<file path="src/rtl/pmSpiPkg.sv">
package pmSpiPkg;

  localparam int OP_BITS   = 8;
  localparam int WORD_BITS = 16;
  localparam int DIAG_BITS = 8;

  localparam logic [7:0] OP_WEL_SET = 8'h06;
  localparam logic [7:0] OP_WEL_CLR = 8'h04;
  localparam logic [7:0] OP_WR_CTRL = 8'h02;
  localparam logic [7:0] OP_RD_DIAG = 8'h05;
  localparam logic [7:0] OP_RD_CTRL = 8'h03;

  // bits that hold state; all others read back as zero
  localparam logic [WORD_BITS-1:0] CTRL_MASK = 16'hE603;
  localparam int BIT_TEST = 1;
  localparam int BIT_DIAG = 0;

  typedef enum logic [2:0] {
    ST_IDLE,
    ST_OPC,
    ST_WR,
    ST_RD,
    ST_HOLD
  } ctrlState_t;

  typedef struct packed {
    logic shiftIn;
    logic shiftOut;
    logic loadCtrl;
    logic loadDiag;
    logic setWel;
    logic clrWel;
    logic commit;
    logic clrDiag;
    logic drive;
  } ctrlStrobe_t;

endpackage

</file>
<file path="src/rtl/spiSync.sv">
module spiSync #(
  parameter int STAGES = 2
) (
  input  logic clk,
  input  logic rstN,
  input  logic sclk,
  input  logic csN,
  input  logic sdi,
  output logic sclkRise,
  output logic sclkFall,
  output logic csActive,
  output logic sdiS
);

  logic [STAGES-1:0] sclkPipe;
  logic [STAGES-1:0] csPipe;
  logic [STAGES-1:0] sdiPipe;
  logic sclkLast;

  generate
    if (STAGES == 1) begin : g_one
      always_ff @(posedge clk or negedge rstN) begin
        if (!rstN) begin
          sclkPipe <= '0;
          csPipe   <= '1;
          sdiPipe  <= '0;
        end else begin
          sclkPipe <= sclk;
          csPipe   <= csN;
          sdiPipe  <= sdi;
        end
      end
    end else begin : g_multi
      always_ff @(posedge clk or negedge rstN) begin
        if (!rstN) begin
          sclkPipe <= '0;
          csPipe   <= '1;
          sdiPipe  <= '0;
        end else begin
          sclkPipe <= {sclkPipe[STAGES-2:0], sclk};
          csPipe   <= {csPipe[STAGES-2:0], csN};
          sdiPipe  <= {sdiPipe[STAGES-2:0], sdi};
        end
      end
    end
  endgenerate

  always_ff @(posedge clk or negedge rstN) begin
    if (!rstN) sclkLast <= 1'b0;
    else       sclkLast <= sclkPipe[STAGES-1];
  end

  assign sclkRise = sclkPipe[STAGES-1] & ~sclkLast;
  assign sclkFall = ~sclkPipe[STAGES-1] & sclkLast;
  assign csActive = ~csPipe[STAGES-1];
  assign sdiS     = sdiPipe[STAGES-1];

endmodule

</file>
<file path="src/rtl/spiCtrl.sv">
module spiCtrl
  import pmSpiPkg::*;
(
  input  logic        clk,
  input  logic        rstN,
  input  logic        sclkRise,
  input  logic        sclkFall,
  input  logic        csActive,
  input  logic [7:0]  opcodeNext,
  output ctrlStrobe_t strobe
);

  localparam int LONG_FRAME  = OP_BITS + WORD_BITS;
  localparam int SHORT_FRAME = OP_BITS + DIAG_BITS;
  localparam int CNT_W       = $clog2(LONG_FRAME + 1);

  ctrlState_t state, stateN;
  logic [CNT_W-1:0] bitCnt, bitCntN;
  logic isDiag, isDiagN;
  logic [CNT_W-1:0] rdLast;

  assign rdLast = isDiag ? CNT_W'(SHORT_FRAME - 1) : CNT_W'(LONG_FRAME - 1);

  always_comb begin
    stateN  = state;
    bitCntN = bitCnt;
    isDiagN = isDiag;
    strobe  = '0;
    strobe.drive = (state == ST_RD) && csActive;
    if (!csActive) begin
      stateN  = ST_IDLE;
      bitCntN = '0;
    end else begin
      unique case (state)
        ST_IDLE: begin
          stateN  = ST_OPC;
          bitCntN = '0;
        end
        ST_OPC: if (sclkRise) begin
          strobe.shiftIn = 1'b1;
          bitCntN = bitCnt + 1'b1;
          if (bitCnt == CNT_W'(OP_BITS - 1)) begin
            unique case (opcodeNext)
              OP_WEL_SET: begin strobe.setWel = 1'b1; stateN = ST_HOLD; end
              OP_WEL_CLR: begin strobe.clrWel = 1'b1; stateN = ST_HOLD; end
              OP_WR_CTRL: stateN = ST_WR;
              OP_RD_CTRL: begin strobe.loadCtrl = 1'b1; isDiagN = 1'b0; stateN = ST_RD; end
              OP_RD_DIAG: begin strobe.loadDiag = 1'b1; isDiagN = 1'b1; stateN = ST_RD; end
              default:    stateN = ST_HOLD;
            endcase
          end
        end
        ST_WR: if (sclkRise) begin
          strobe.shiftIn = 1'b1;
          bitCntN = bitCnt + 1'b1;
          if (bitCnt == CNT_W'(LONG_FRAME - 1)) begin
            strobe.commit = 1'b1;
            stateN = ST_HOLD;
          end
        end
        ST_RD: begin
          if (sclkRise) begin
            bitCntN = bitCnt + 1'b1;
            if (bitCnt == rdLast) begin
              strobe.clrDiag = isDiag;
              stateN = ST_HOLD;
            end
          end else if (sclkFall && bitCnt > CNT_W'(OP_BITS)) begin
            strobe.shiftOut = 1'b1;
          end
        end
        default: ; // ST_HOLD: wait for deselect
      endcase
    end
  end

  always_ff @(posedge clk or negedge rstN) begin
    if (!rstN) begin
      state  <= ST_IDLE;
      bitCnt <= '0;
      isDiag <= 1'b0;
    end else begin
      state  <= stateN;
      bitCnt <= bitCntN;
      isDiag <= isDiagN;
    end
  end

  // at most one opcode action per cycle
  a_r3_single_action: assert property (@(posedge clk) disable iff (!rstN)
    $onehot0({strobe.setWel, strobe.clrWel, strobe.commit, strobe.loadCtrl, strobe.loadDiag}));

  // nothing acts in the wait state
  a_r11_hold_inert: assert property (@(posedge clk) disable iff (!rstN)
    (state == ST_HOLD) |-> !(strobe.setWel | strobe.clrWel | strobe.commit |
                             strobe.loadCtrl | strobe.loadDiag | strobe.shiftOut));

endmodule

</file>
<file path="src/rtl/spiDatapath.sv">
module spiDatapath
  import pmSpiPkg::*;
(
  input  logic                 clk,
  input  logic                 rstN,
  input  ctrlStrobe_t          strobe,
  input  logic                 sdiS,
  input  logic [DIAG_BITS-1:0] diagIn,
  output logic [7:0]           opcodeNext,
  output logic [WORD_BITS-1:0] ctrlWord,
  output logic                 wel,
  output logic                 sdo,
  output logic                 sdoOe
);

  logic [WORD_BITS-1:0] inShift, outShift, rxNext, cleaned;

  assign rxNext     = {inShift[WORD_BITS-2:0], sdiS};
  assign opcodeNext = rxNext[7:0];

  always_comb begin
    cleaned = rxNext & CTRL_MASK;
    if (cleaned[BIT_TEST]) cleaned[WORD_BITS-1:2] = '0;
  end

  always_ff @(posedge clk or negedge rstN) begin
    if (!rstN) begin
      inShift  <= '0;
      outShift <= '0;
      ctrlWord <= '0;
      wel      <= 1'b0;
    end else begin
      if (strobe.shiftIn) inShift <= rxNext;
      if (strobe.loadCtrl)      outShift <= ctrlWord;
      else if (strobe.loadDiag) outShift <= {diagIn, {(WORD_BITS-DIAG_BITS){1'b0}}};
      else if (strobe.shiftOut) outShift <= {outShift[WORD_BITS-2:0], 1'b0};
      if (strobe.setWel)      wel <= 1'b1;
      else if (strobe.clrWel) wel <= 1'b0;
      if (strobe.commit && wel) ctrlWord <= cleaned;
      else if (strobe.clrDiag)  ctrlWord[BIT_DIAG] <= 1'b0;
    end
  end

  assign sdoOe = strobe.drive;
  assign sdo   = strobe.drive & outShift[WORD_BITS-1];

  // test mode never coexists with a set upper bit
  a_r6_test_clears_upper: assert property (@(posedge clk) disable iff (!rstN)
    ctrlWord[BIT_TEST] |-> (ctrlWord[WORD_BITS-1:2] == '0));

  // locked word does not move except the fault-read clear
  a_r4_locked_stable: assert property (@(posedge clk) disable iff (!rstN)
    (!wel && !strobe.clrDiag) |=> $stable(ctrlWord));

  // permit opcode always leaves the flag set
  a_r3_wel_follows: assert property (@(posedge clk) disable iff (!rstN)
    strobe.setWel |=> wel);

endmodule

</file>
<file path="src/rtl/pmSpiSlave.sv">
module pmSpiSlave
  import pmSpiPkg::*;
#(
  parameter int SYNC_STAGES = 2
) (
  input  logic       clk,
  input  logic       rstN,
  input  logic       sclk,
  input  logic       csN,
  input  logic       sdi,
  input  logic [7:0] diagIn,
  output logic       sdo,
  output logic       sdoOe,
  output logic       linRegEn,
  output logic       load1En,
  output logic       load2En,
  output logic       fastClkSel,
  output logic       swRegEn,
  output logic       testMode,
  output logic       diagStart
);

  logic sclkRise, sclkFall, csActive, sdiS, wel;
  logic [7:0] opcodeNext;
  logic [WORD_BITS-1:0] ctrlWord;
  ctrlStrobe_t strobe;

  spiSync #(.STAGES(SYNC_STAGES)) uSync (
    .clk(clk), .rstN(rstN), .sclk(sclk), .csN(csN), .sdi(sdi),
    .sclkRise(sclkRise), .sclkFall(sclkFall), .csActive(csActive), .sdiS(sdiS)
  );

  spiCtrl uCtrl (
    .clk(clk), .rstN(rstN), .sclkRise(sclkRise), .sclkFall(sclkFall),
    .csActive(csActive), .opcodeNext(opcodeNext), .strobe(strobe)
  );

  spiDatapath uDp (
    .clk(clk), .rstN(rstN), .strobe(strobe), .sdiS(sdiS), .diagIn(diagIn),
    .opcodeNext(opcodeNext), .ctrlWord(ctrlWord), .wel(wel),
    .sdo(sdo), .sdoOe(sdoOe)
  );

  assign linRegEn   = ctrlWord[15];
  assign load1En    = ctrlWord[14];
  assign load2En    = ctrlWord[13];
  assign fastClkSel = ctrlWord[10];
  assign swRegEn    = ctrlWord[9];
  assign testMode   = ctrlWord[1];
  assign diagStart  = ctrlWord[0];

endmodule

</file>
<file path="config.mk">
export PLATFORM = sky130hd
export DESIGN_NAME = pmSpiSlave
export DESIGN_NICKNAME = d
export VERILOG_FILES = /design/src/rtl/pmSpiPkg.sv /design/src/rtl/spiSync.sv /design/src/rtl/spiCtrl.sv /design/src/rtl/spiDatapath.sv /design/src/rtl/pmSpiSlave.sv
export SDC_FILE = /design/constraint.sdc
export NUM_CORES = 1
export LEC_CHECK = 0
export BUFFER_PORTS_ARGS = -buffer_cell sky130_fd_sc_hd__buf_2
export CORE_AREA = 2 2 69 71
export DETAILED_ROUTE_END_ITERATION = 16
export DIE_AREA = 0 0 71 73
export GPL_ROUTABILITY_DRIVEN = 0
export PLACE_DENSITY_LB_ADDON = 0.05
export SETUP_SLACK_MARGIN = 0.05
export SLEW_MARGIN = 20
export SYNTH_ARGS = -nofsm -noshare
export SYNTH_HDL_FRONTEND = slang
export SYNTH_SLANG_ARGS = --single-unit
</file>
<file path="constraint.sdc">
create_clock -name clk -period 5 [get_ports clk]
set_clock_uncertainty 0.15 [all_clocks]
set_input_delay 0.75 -clock clk [delete_from_list [all_inputs] [get_ports clk]]
set_output_delay 0.75 -clock clk [all_outputs]
set_load 0.01 [all_outputs]
</file>
==> impl_metrics.csv, run 1 <==
group,metric,value,unit
floorplan,fp.coreArea,4540,um2
clock_tree,htree_num_levels,2,
synthesis,ys_warn_count,0,
sta,period_needed,2510,ps
floorplan,row_count,25,
clock_tree,clk_latency,310,ps
run,drv_cap,0,
clock_tree,cts_setup_buffers,0,
clock_tree,cts_buffers,5,
synthesis,synth.avg_cell_area,11.6,um2
routing,routed_wl,4640,um
synthesis,synth_top_area_share,51.2,%
synthesis,synth_nets,238,
sta,final-hold-violation-count,0,
synthesis,synth.distinct_cells,45,
routing,wl_per_cell,15.9,um
cells_and_area,drive_gt1_share,23.1,%
routing,first_pass_iters,4,
global_routing,grt_max_degree,56,
setup_path,cp_slowest_stage_delay,560,ps
routing,routed-via-count,1741,
synthesis,ys.flop_type,"dfrtp_1",
clock_tree,clockBufferDepth,2,
cells_and_area,n_antenna_cell,0,
setup_path,startpoint_type,"flip-flop",
sta,fin_tns_setup,0,ps
clock_tree,postCtsHoldBufs,0,
floorplan,initial_core_util,57.1,%
floorplan,dieArea,5180,um2
sta,worst_slack,2490,ps
sta,final_max_slew_viol_count,0,
global_routing,grt_pass1_vias,1621,
global_routing,grt_util_all_layers,19.0,%
setup_path,path_buf_inv,0,
clock_tree,cts_resized,0,
sta,period_share,50.1,%
setup_path,critPathTopFamily,"simple AND/OR/NAND/NOR gates",
synthesis,synthTopCellsByArea,"dfrtp_1 51%, mux2_2 8.7%, mux2i_1 3.5%, a21oi_1 2.9%, o21ai_0 2.7%",
global_routing,overflow,0,
floorplan,die_y,73,um
sta,worst_pin_slew,822,ps
placed_design,dp_hpwl,3310,um
routing,viasPerCell,5.96,
floorplan,io_pins,22,
synthesis,synth_cells,223,
synthesis,seq_area_frac_synth,53.2,%
global_routing,antenna_found_initial,0,
sta,worst_slew_margin_rel,45.2,%
min_path,holdCritStartpoint,"uSync.sclkPipe[0]$_DFF_PN0_",
routing,drc,0,
setup_path,endpoint_kind,"flip-flop",
power_and_ir_drop,power.density,361,nW/um2
setup_path,cpMaxStageDelayCell,"and3_1",
setup_path,path_cells,"ha_1, nand3b_1, nor4b_4, and3_1, nor2_1, o2bb2ai_1",
clock_tree,cts_tree,"yes",
routing,ant_nets,0,
floorplan,fp.dieW,71,um
outcome,status,"finished clean",
setup_path,crit_fanout,16,
power_and_ir_drop,p_leak,1.26,nW
sta,setup_violations,0,
synthesis,synthArstFlopShare,100,%
setup_path,cp.arrival,2540,ps
setup_path,worstPathRequired,5040,ps
sta,rsz0062_at_grt,"no",
setup_path,r2r-start,"uCtrl.bitCnt[0]$_DFFE_PN0P_",
placed_design,io_buffers,21,
synthesis,yosys_register_bits,55,
setup_path,crit_type,"reg -> reg",
power_and_ir_drop,vdd.ir_drop.worst,216,uV
cells_and_area,fin_nets,252,
synthesis,syn-cell-area,2590,um2
routing,drt_iter0_drc,125,
sta,fmax,0.399,GHz
min_path,min_path_type,"reg -> reg",
synthesis,synth_edf_count,0,
cells_and_area,syn2layout_area_growth,7.53,%
placed_design,dp_slack,2540,ps
clock_tree,clockRootBuffer,"clkbuf_8",
clock_tree,clk_pin_slew_worst_paths,90,ps
setup_path,critPathLaunch,"uCtrl.bitCnt[0]$_DFFE_PN0P_",
clock_tree,clock-sinks,55,
synthesis,yosysTopAreaCell,"dfrtp_1",
global_routing,grt_pass1_wl,7670,um
worst reg2reg max path: cells and delay by family, from the launching register on:
kind / cells / cell delay (ps)
and+or+nand+nor: 4 / 1390
adders and majority gates: 1 / 230
DFF: 1 / 410
AOI/OAI and AO/OA: 1 / 200
cells in the final DEF (no fill, tap or decap), types with 2 or more instances in the layout:
cell       netlist  routed
dfrtp_1         53      53
buf_2            3      21
mux2_2          20      20
a21oi_1         15      15
o21ai_0         14      14
nor2_1          11      11
mux2i_1          9       9
nand2_1          9       9
nand2b_1         8       8
inv_1            7       7
clkbuf_8         0       6
o22ai_1          5       5
a2bb2oi_1        5       5
o2bb2ai_1        5       5
o31ai_1          5       5
nor2b_1          4       4
nand4_1          4       4
and3_1           3       3
nand3_1          3       3
nand3b_1         2       2
nor4b_4          2       2
o21a_1           2       2
nand4b_1         2       2
ha_1             2       2
dfstp_2          2       2
through the flow:
stage	total power [mW]	instance area [um2]	util, %	cells	hold slack (ps)
detailed placement	0.716	2670	58.8	284	185
finish	1.01	2790	61.4	292	205
global route	1.06	2790	61.4	292	221
global placement	0.706	2670	58.8	284	183
CTS	1.01	2790	61.4	292	207
floorplan	0.673	2590	-	223	181
worst paths after layout:
check / to / cells past startpoint / slack, ps
max: uDp.outShift[9]$_DFFE_PN0P_ / 6 / 2490
min: uSync.sclkPipe[1]$_DFF_PN0_ / 0 / 200
max reg2reg: uDp.outShift[9]$_DFFE_PN0P_ / 6 / 2490
min reg2reg: uSync.sclkPipe[1]$_DFF_PN0_ / 0 / 200
max in group asynchronous: uDp.inShift[8]$_DFFE_PN0P_ / 2 / 3860
min in group asynchronous: uCtrl.bitCnt[4]$_DFFE_PN0P_ / 2 / 390
state kept, by name, summed over array words and instances (netlist names):
register	flops
uCtrl.bitCnt	5
uCtrl.isDiag	1
uCtrl.state	3
uDp.ctrlWord	7
uDp.inShift	15
uDp.outShift	16
uDp.wel	1
uSync.csPipe	2
uSync.sclkLast	1
uSync.sclkPipe	2
uSync.sdiPipe	2
cell type report:
class	instances	area [um2]
sequential	55	1380
tap	54	67.6
clock inverter	2	35.0
multi-input combinational	146	1080
inverter	7	26.3
clock buffer	6	82.6
timing repair buffer	22	113
fill	380	1750
synth_stat cells, types with 4 or more instances:
cell type and count:
nor2b_1 4, dfrtp_1 53, clkbuf_1 6, a21oi_1 15, o2bb2ai_1 5, nand2b_1 8
a2bb2oi_1 5, o22ai_1 5, nor2_1 11, o21ai_0 14, nand4_1 4, inv_1 7
mux2i_1 9, o31ai_1 5, mux2_2 20, nand2_1 9
kinds of logic (layout without fill, tap and decap cells):
| logic type | Yosys count | in the layout | synth area share (%) |
|---|---|---|---|
| simple gates | 54 | 54 | 13.3 |
| buf+inv | 22 | 37 | 4.97 |
| xor+xnor | 1 | 1 | 0.338 |
| mux | 29 | 29 | 12.2 |
| fa+ha+maj | 2 | 2 | 0.966 |
| flops | 55 | 55 | 53.2 |
| compound gates | 60 | 60 | 15.1 |
power breakdown:
| group | internal (mW) | leakage [nW] | switching (mW) |
|---|---|---|---|
| clock network | 0.162 | 0.0612 | 0.136 |
| registers | 0.474 | 0.743 | 0.0437 |
| logic | 0.0916 | 0.456 | 0.0976 |
layer usage:
metal,GRT usage [%],vias up,share of wire [%]
met5,0,-,0
li1,-,839,-
met2,31.8,41,50
met3,4.56,6,4.7
met1,24.8,855,45
met4,5.87,0,1.1
Note: power is estimated with default switching activity, not from simulation.
==> run 2: changes to the inputs <==
- ABC_AREA: unset -> 1
- CORE_AREA: 2 2 69 71 -> 2 2 71 73
- DIE_AREA: 0 0 71 73 -> 0 0 73 75
- clock period: 5 -> 2.6 ns (I/O delays scaled with it)
==> impl_metrics.csv, run 2 <==
group,metric,value,unit
cells_and_area,fin_area,2910,um2
setup_path,cpMaxStageDelayCell,"dfrtp_1",
placed_design,dp_hpwl,3780,um
floorplan,fp.coreArea,4660,um2
placed_design,io_buffers,21,
synthesis,seq_area_frac_synth,51.8,%
routing,ant_nets,0,
sta,period_share,77.8,%
setup_path,endpoint_kind,"flip-flop",
power_and_ir_drop,power,1.98,mW
setup_path,crit_type,"reg -> reg",
routing,viasPerCell,5.14,
setup_path,startpoint_type,"flip-flop",
min_path,holdCritStartpoint,"sdi",
cells_and_area,utilization,62.4,%
clock_tree,cts_buffers,5,
clock_tree,cts_tree,"yes",
routing,first_pass_iters,4,
global_routing,grt_max_degree,27,
synthesis,synth_cells,318,
synthesis,yosys_register_bits,55,
synthesis,synth.avg_cell_area,8.38,um2
power_and_ir_drop,swShare,33.2,%
sta,final-hold-violation-count,0,
routing,routed-via-count,2052,
synthesis,synthArstFlopShare,100,%
cells_and_area,final_cell_mix,"93 x nand2_1, 53 x dfrtp_1, 31 x inv_1",
clock_tree,clockRootBuffer,"clkbuf_8",
sta,period_needed,2020,ps
clock_tree,clockBufferDepth,2,
floorplan,die_y,75,um
global_routing,overflow,0,
routing,routed_wl,5010,um
routing,drc,0,
sta,worst_pin_slew,422,ps
synthesis,synth_commonest_cells,"93 x nand2_1, 53 x dfrtp_1, 31 x inv_1, 29 x nor2_1, 27 x nand3_1",
power_and_ir_drop,p_leak,1.51,nW
clock_tree,clk_pin_slew_worst_paths,100,ps
cells_and_area,n_antenna_cell,0,
min_path,hold_end,"uSync.sdiPipe[0]$_DFF_PN0_",
setup_path,cp_slowest_stage_delay,420,ps
min_path,min_path_type,"in -> reg",
sta,rsz0062_at_grt,"no",
power_and_ir_drop,combinationalPowerShare,21.7,%
placed_design,dpl-instance-area,2800,um2
global_routing,antenna_found_initial,0,
synthesis,synth_edf_count,0,
setup_path,rr_worst_depth,10,
clock_tree,clk_latency,310,ps
power_and_ir_drop,intPower,1.32,mW
clock_tree,clock-sinks,55,
floorplan,fp.dieW,73,um
floorplan,row_count,25,
setup_path,r2r-start,"uCtrl.bitCnt[0]$_DFFE_PN0P_",
setup_path,worstReg2RegEnd,"uDp.outShift[14]$_DFFE_PN0P_",
power_and_ir_drop,p_sw,0.656,mW
sta,final_max_slew_viol_count,0,
cells_and_area,syn2layout_area_growth,9.16,%
cells_and_area,top_regs,"uDp.outShift x16, uDp.inShift x15, uDp.ctrlWord x7",
power_and_ir_drop,p_seq_share,54.2,%
synthesis,yosysTopAreaCell,"dfrtp_1",
sta,fin_tns_setup,0,ps
sta,worst_slack,578,ps
setup_path,ff2ff_setup_slack,580,ps
sta,worst_slew_margin_rel,71.7,%
power_and_ir_drop,power.density,681,nW/um2
setup_path,cpMostUsedCell,"nand2_1",
synthesis,synthTopCellsByArea,"dfrtp_1 50%, nand2_1 13%, nand3_1 5.1%, inv_1 4.4%, nor2_1 4.1%",
routing,drt_iter0_drc,140,
cells_and_area,fin_nets,359,
sta,fmax,0.495,GHz
cells_and_area,drive_gt1_share,17.4,%
global_routing,grt_util_all_layers,21.0,%
synthesis,synth_nets,333,
global_routing,grt_pass1_wl,8800,um
synthesis,syn-cell-area,2660,um2
power_and_ir_drop,vdd.ir_drop.worst,499,uV
setup_path,cp.arrival,2080,ps
synthesis,synth_top_area_share,49.8,%
routing,wl_per_cell,12.6,um
run,drv_cap,0,
min_path,min_path_cells,1,
cells_and_area,final_common_cell,"nand2_1",
outcome,status,"finished clean",
sta,setup_violations,0,
cells_and_area,largest_register_ffs,16,
floorplan,dieArea,5480,um2
synthesis,ys_warn_count,0,
setup_path,worstPathRequired,2660,ps
floorplan,initial_core_util,57.2,%
synthesis,synth.distinct_cells,34,
power_and_ir_drop,p_clk_share,24.1,%
global_routing,grt_pass1_vias,1892,
synthesis,synth_most_common_cell,"nand2_1",
setup_path,path_buf_inv,2,
placed_design,dp_slack,589,ps
synthesis,ys.flop_type,"dfrtp_1",
floorplan,io_pins,22,
setup_path,critPathTopFamily,"simple AND/OR/NAND/NOR gates",
clock_tree,htree_num_levels,2,
setup_path,crit_fanout,11,
setup_path,path_cells,"ha_1, nand2_1, inv_2, nand3_2, nor2_4, o21ai_4, nand2_4, inv_2, nand2_1, nand2_1",
cells_and_area,largest-register,"uDp.outShift",
## run 2: changes by cell type after synthesis, sizes merged, moves of 6 or more
cell,delta
nand2,+89
inv,+31
nand3,+26
nor2,+22
mux2,-18
mux2i,-9
nand2b,-8
o21ai,+8
clkbuf,-6
## run 2: cell type report
cell class | instances | area, um2
fillers | 425 | 1750
flip-flops and latches | 55 | 1380
multi-input cells | 217 | 1070
repair buffers | 26 | 148
inverters | 39 | 148
clock buffers | 5 | 68.8
well taps | 54 | 67.6
clock inverters | 3 | 22.5
## run 2: power by group through the flow
stage	Clock, mW	Combinational [mW]	Sequential (mW)
floorplan	0	0.333	1.07
global placement	0	0.421	1.09
detailed placement	0	0.432	1.09
CTS	0.494	0.436	1.07
global route	0.535	0.507	1.09
finish	0.477	0.430	1.07
## run 2: per-stage QoR
stage | hold WS, ps | instances
after global routing | 0.947 | 399
after global placement | 182 | 389
after floorplan | -55.6 | 318
after detailed placement | 187 | 389
final | 30.6 | 399
after CTS | 7.47 | 398
## run 2: worst register-to-register path, cell delays in order (launching register included)
cell	delay, ps
dfrtp_1	420
ha_1	190
nand2_1	100
inv_2	90
nand3_2	100
nor2_4	340
o21ai_4	180
nand2_4	120
inv_2	100
nand2_1	80
nand2_1	60
## run 2: worst max-delay path by stage
stage                                start                            to  slack [ps]  cells after the start
6_report       uCtrl.bitCnt[0]$_DFFE_PN0P_  uDp.outShift[14]$_DFFE_PN0P_         580                     10
2_1_floorplan  uCtrl.bitCnt[0]$_DFFE_PN0P_   uDp.outShift[7]$_DFFE_PN0P_         980                     11
5_1_grt        uCtrl.bitCnt[0]$_DFFE_PN0P_   uDp.outShift[7]$_DFFE_PN0P_         390                     10
4_1_cts        uCtrl.bitCnt[0]$_DFFE_PN0P_  uDp.outShift[14]$_DFFE_PN0P_         580                     10
3_3_place_gp   uCtrl.bitCnt[0]$_DFFE_PN0P_  uDp.outShift[13]$_DFFE_PN0P_         650                     10
3_5_place_dp   uCtrl.bitCnt[0]$_DFFE_PN0P_  uDp.outShift[14]$_DFFE_PN0P_         590                     10
## run 2: metal layers
metal	GRT usage, %	share of wire, %	routed length, um
met5	0	0	0
met4	6.58	1.5	74
met3	4.95	2.9	145
met2	32.0	46	2310
met1	29.8	50	2480
## run 2: kinds of logic after synthesis
| group | after synthesis | synth area share [%] |
|---|---|---|
| buffers and inverters | 46 | 7.89 |
| multiplexers | 2 | 0.845 |
| AO/OA/AOI/OAI | 46 | 9.96 |
| AND/OR/NAND/NOR | 166 | 28.3 |
| XOR/XNOR | 1 | 0.329 |
| flip-flops | 55 | 51.8 |
| adder cells (fa/ha/maj) | 2 | 0.939 |
## run 2: timing repair
| action | in CTS | in global routing |
|---|---|---|
| resized for setup | 0 | 0 |
| hold endpoints to repair | 16 | 1 |
| buffers inserted | 0 | 0 |
| hold buffers | 1 | 1 |
==> run 3: changes to the inputs <==
- clock period: 2.6 -> 2 ns (I/O delays scaled with it)
==> impl_metrics.csv, run 3 (synthesis gave the netlist of run 2 again) <==
group,metric,value,unit
floorplan,initial_core_util,57.2,%
placed_design,dp_hpwl,3850,um
routing,ant_nets,0,
global_routing,antenna_found_initial,0,
setup_path,r2r-start,"uCtrl.bitCnt[0]$_DFFE_PN0P_",
outcome,status,"finished clean",
clock_tree,clockBufferDepth,2,
setup_path,path_cells,"ha_1, nand2_1, inv_2, nand3_2, nor2_4, buf_6, nand2_8, nand2_1, nand3_1, nand2_1, nand2_1",
routing,routed-via-count,2117,
cells_and_area,fillCellCount,391,
routing,routed_wl,5190,um
setup_path,crit_fanout,10,
setup_path,cpMostUsedCell,"nand2_1",
sta,final-hold-violation-count,0,
power_and_ir_drop,combinationalPowerShare,21.3,%
cells_and_area,syn2layout_area_growth,13.4,%
clock_tree,clock-sinks,55,
sta,final_max_slew_viol_count,0,
global_routing,grt_pass1_wl,9020,um
min_path,min_path_cells,5,
power_and_ir_drop,p_seq_share,50.7,%
min_path,min_path_type,"in -> reg",
power_and_ir_drop,vdd.ir_drop.worst,642,uV
power_and_ir_drop,power.density,906,nW/um2
setup_path,worstReg2RegEnd,"uDp.outShift[13]$_DFFE_PN0P_",
sta,period_share,91.0,%
setup_path,crit_type,"reg -> reg",
power_and_ir_drop,p_leak,1.56,nW
sta,worst_pin_slew,521,ps
min_path,hold_end,"uDp.outShift[8]$_DFFE_PN0P_",
cells_and_area,final_common_cell,"nand2_1",
setup_path,cp.arrival,1890,ps
global_routing,grt_pass1_vias,1964,
clock_tree,clk_pin_slew_worst_paths,100,ps
placed_design,dpl-instance-area,2850,um2
setup_path,ff2ff_setup_slack,180,ps
routing,drc,0,
setup_path,rr_worst_depth,11,
setup_path,cpMaxStageDelayCell,"dfrtp_1",
clock_tree,cts_tree,"yes",
floorplan,die_y,75,um
cells_and_area,largest_register_ffs,16,
cells_and_area,n_antenna_cell,0,
cells_and_area,drive_gt1_share,19.0,%
sta,worst_slew_margin_rel,65.3,%
min_path,holdCritStartpoint,"diagIn[0]",
sta,fmax,0.549,GHz
power_and_ir_drop,swShare,31.0,%
cells_and_area,fin_area,3020,um2
floorplan,fp.dieW,73,um
setup_path,cp_slowest_stage_delay,410,ps
setup_path,endpoint_kind,"flip-flop",
cells_and_area,final_cell_mix,"93 x nand2_1, 53 x dfrtp_1, 31 x inv_1",
placed_design,io_buffers,21,
sta,rsz0062_at_grt,"yes",
power_and_ir_drop,p_clk_share,28.0,%
sta,setup_violations,0,
global_routing,grt_max_degree,24,
setup_path,startpoint_type,"flip-flop",
global_routing,grt_util_all_layers,21.4,%
clock_tree,clockRootBuffer,"clkbuf_8",
power_and_ir_drop,intPower,1.89,mW
cells_and_area,largest-register,"uDp.outShift",
floorplan,io_pins,22,
power_and_ir_drop,power,2.74,mW
floorplan,dieArea,5480,um2
sta,period_needed,1820,ps
cells_and_area,top_regs,"uDp.outShift x16, uDp.inShift x15, uDp.ctrlWord x7",
power_and_ir_drop,p_sw,0.850,mW
sta,fin_tns_setup,0,ps
clock_tree,cts_buffers,5,
floorplan,row_count,25,
routing,wl_per_cell,12.8,um
routing,drt_iter0_drc,153,
cells_and_area,fin_nets,367,
routing,viasPerCell,5.20,
setup_path,worstPathRequired,2070,ps
clock_tree,htree_num_levels,2,
clock_tree,clk_latency,310,ps
routing,first_pass_iters,4,
global_routing,overflow,0,
floorplan,fp.coreArea,4660,um2
run,drv_cap,0,
-- run 3: cell count changes in the layout (fill, tap and decap cells not counted), sizes merged --
cell / change
bufinv: +1
clkinv: -1
inv: -1
dlygate4sd3: +2
buf: +6
clkbuf: +1
-- run 3: area by class of cell --
cell class	count	area (um2)	area share [%]
Sequential cell	55	1380	45.7
Tap cell	54	67.6	2.24
Inverter	39	148	4.89
Timing Repair Buffer	34	229	7.58
Clock buffer	6	82.6	2.73
Multi-Input combinational cell	217	1080	35.7
Clock inverter	2	35.0	1.16
-- run 3: how the worst max path moves through the flow --
stage / start / end / depth (start not counted)
after floorplan: uCtrl.bitCnt[0]$_DFFE_PN0P_ / uDp.outShift[7]$_DFFE_PN0P_ / 11
after global placement: uCtrl.bitCnt[0]$_DFFE_PN0P_ / uDp.outShift[9]$_DFFE_PN0P_ / 11
after detailed placement: uCtrl.bitCnt[0]$_DFFE_PN0P_ / uDp.outShift[14]$_DFFE_PN0P_ / 11
after CTS: uCtrl.bitCnt[0]$_DFFE_PN0P_ / uDp.outShift[14]$_DFFE_PN0P_ / 11
after global routing: uCtrl.bitCnt[0]$_DFFE_PN0P_ / uDp.outShift[9]$_DFFE_PN0P_ / 11
final: uCtrl.bitCnt[0]$_DFFE_PN0P_ / uDp.outShift[13]$_DFFE_PN0P_ / 11
-- run 3: through the flow --
stage | util [%] | cells | worst slack (ps) | hold WS [ps]
3_5_place_dp | 61.1 | 394 | 165 | 155
3_3_place_gp | 61.1 | 394 | 218 | 155
4_1_cts | 64.5 | 406 | 146 | 146
5_1_grt | 64.8 | 407 | 16.4 | 185
2_1_floorplan | - | 318 | 377 | -146
6_report | 64.8 | 407 | 179 | 160
-- run 3: metal layers --
| metal | up-vias | global-route usage, % | wire length, um |
|---|---|---|---|
| met4 | 0 | 6.58 | 62 |
| met3 | 8 | 4.42 | 168 |
| li1 | 1086 | - | - |
| met5 | - | 0 | 0 |
| met2 | 24 | 33.9 | 2430 |
| met1 | 999 | 29.8 | 2530 |
-- run 3: what timing repair did --
item                                   CTS  global route
buffers inserted                         0             1
gates resized for setup                  0             2
endpoints found under the hold margin   23             0
setup endpoints to repair                0            11
hold buffers                             4             0
-- run 3: critical path: cells and delay by family (launching register included) --
kind / cells / cell delay, ps
simple gates: 8 / 690
buf+inv: 2 / 280
flops: 1 / 410
fa+ha+maj: 1 / 190
-- run 3: power groups by stage --
stage / Clock [mW] / Combinational, mW / Sequential (mW)
after floorplan: 0 / 0.432 / 1.39
final: 0.767 / 0.583 / 1.39
after detailed placement: 0 / 0.567 / 1.41
after CTS: 0.790 / 0.575 / 1.39
after global placement: 0 / 0.555 / 1.41
after global routing: 0.824 / 0.683 / 1.41
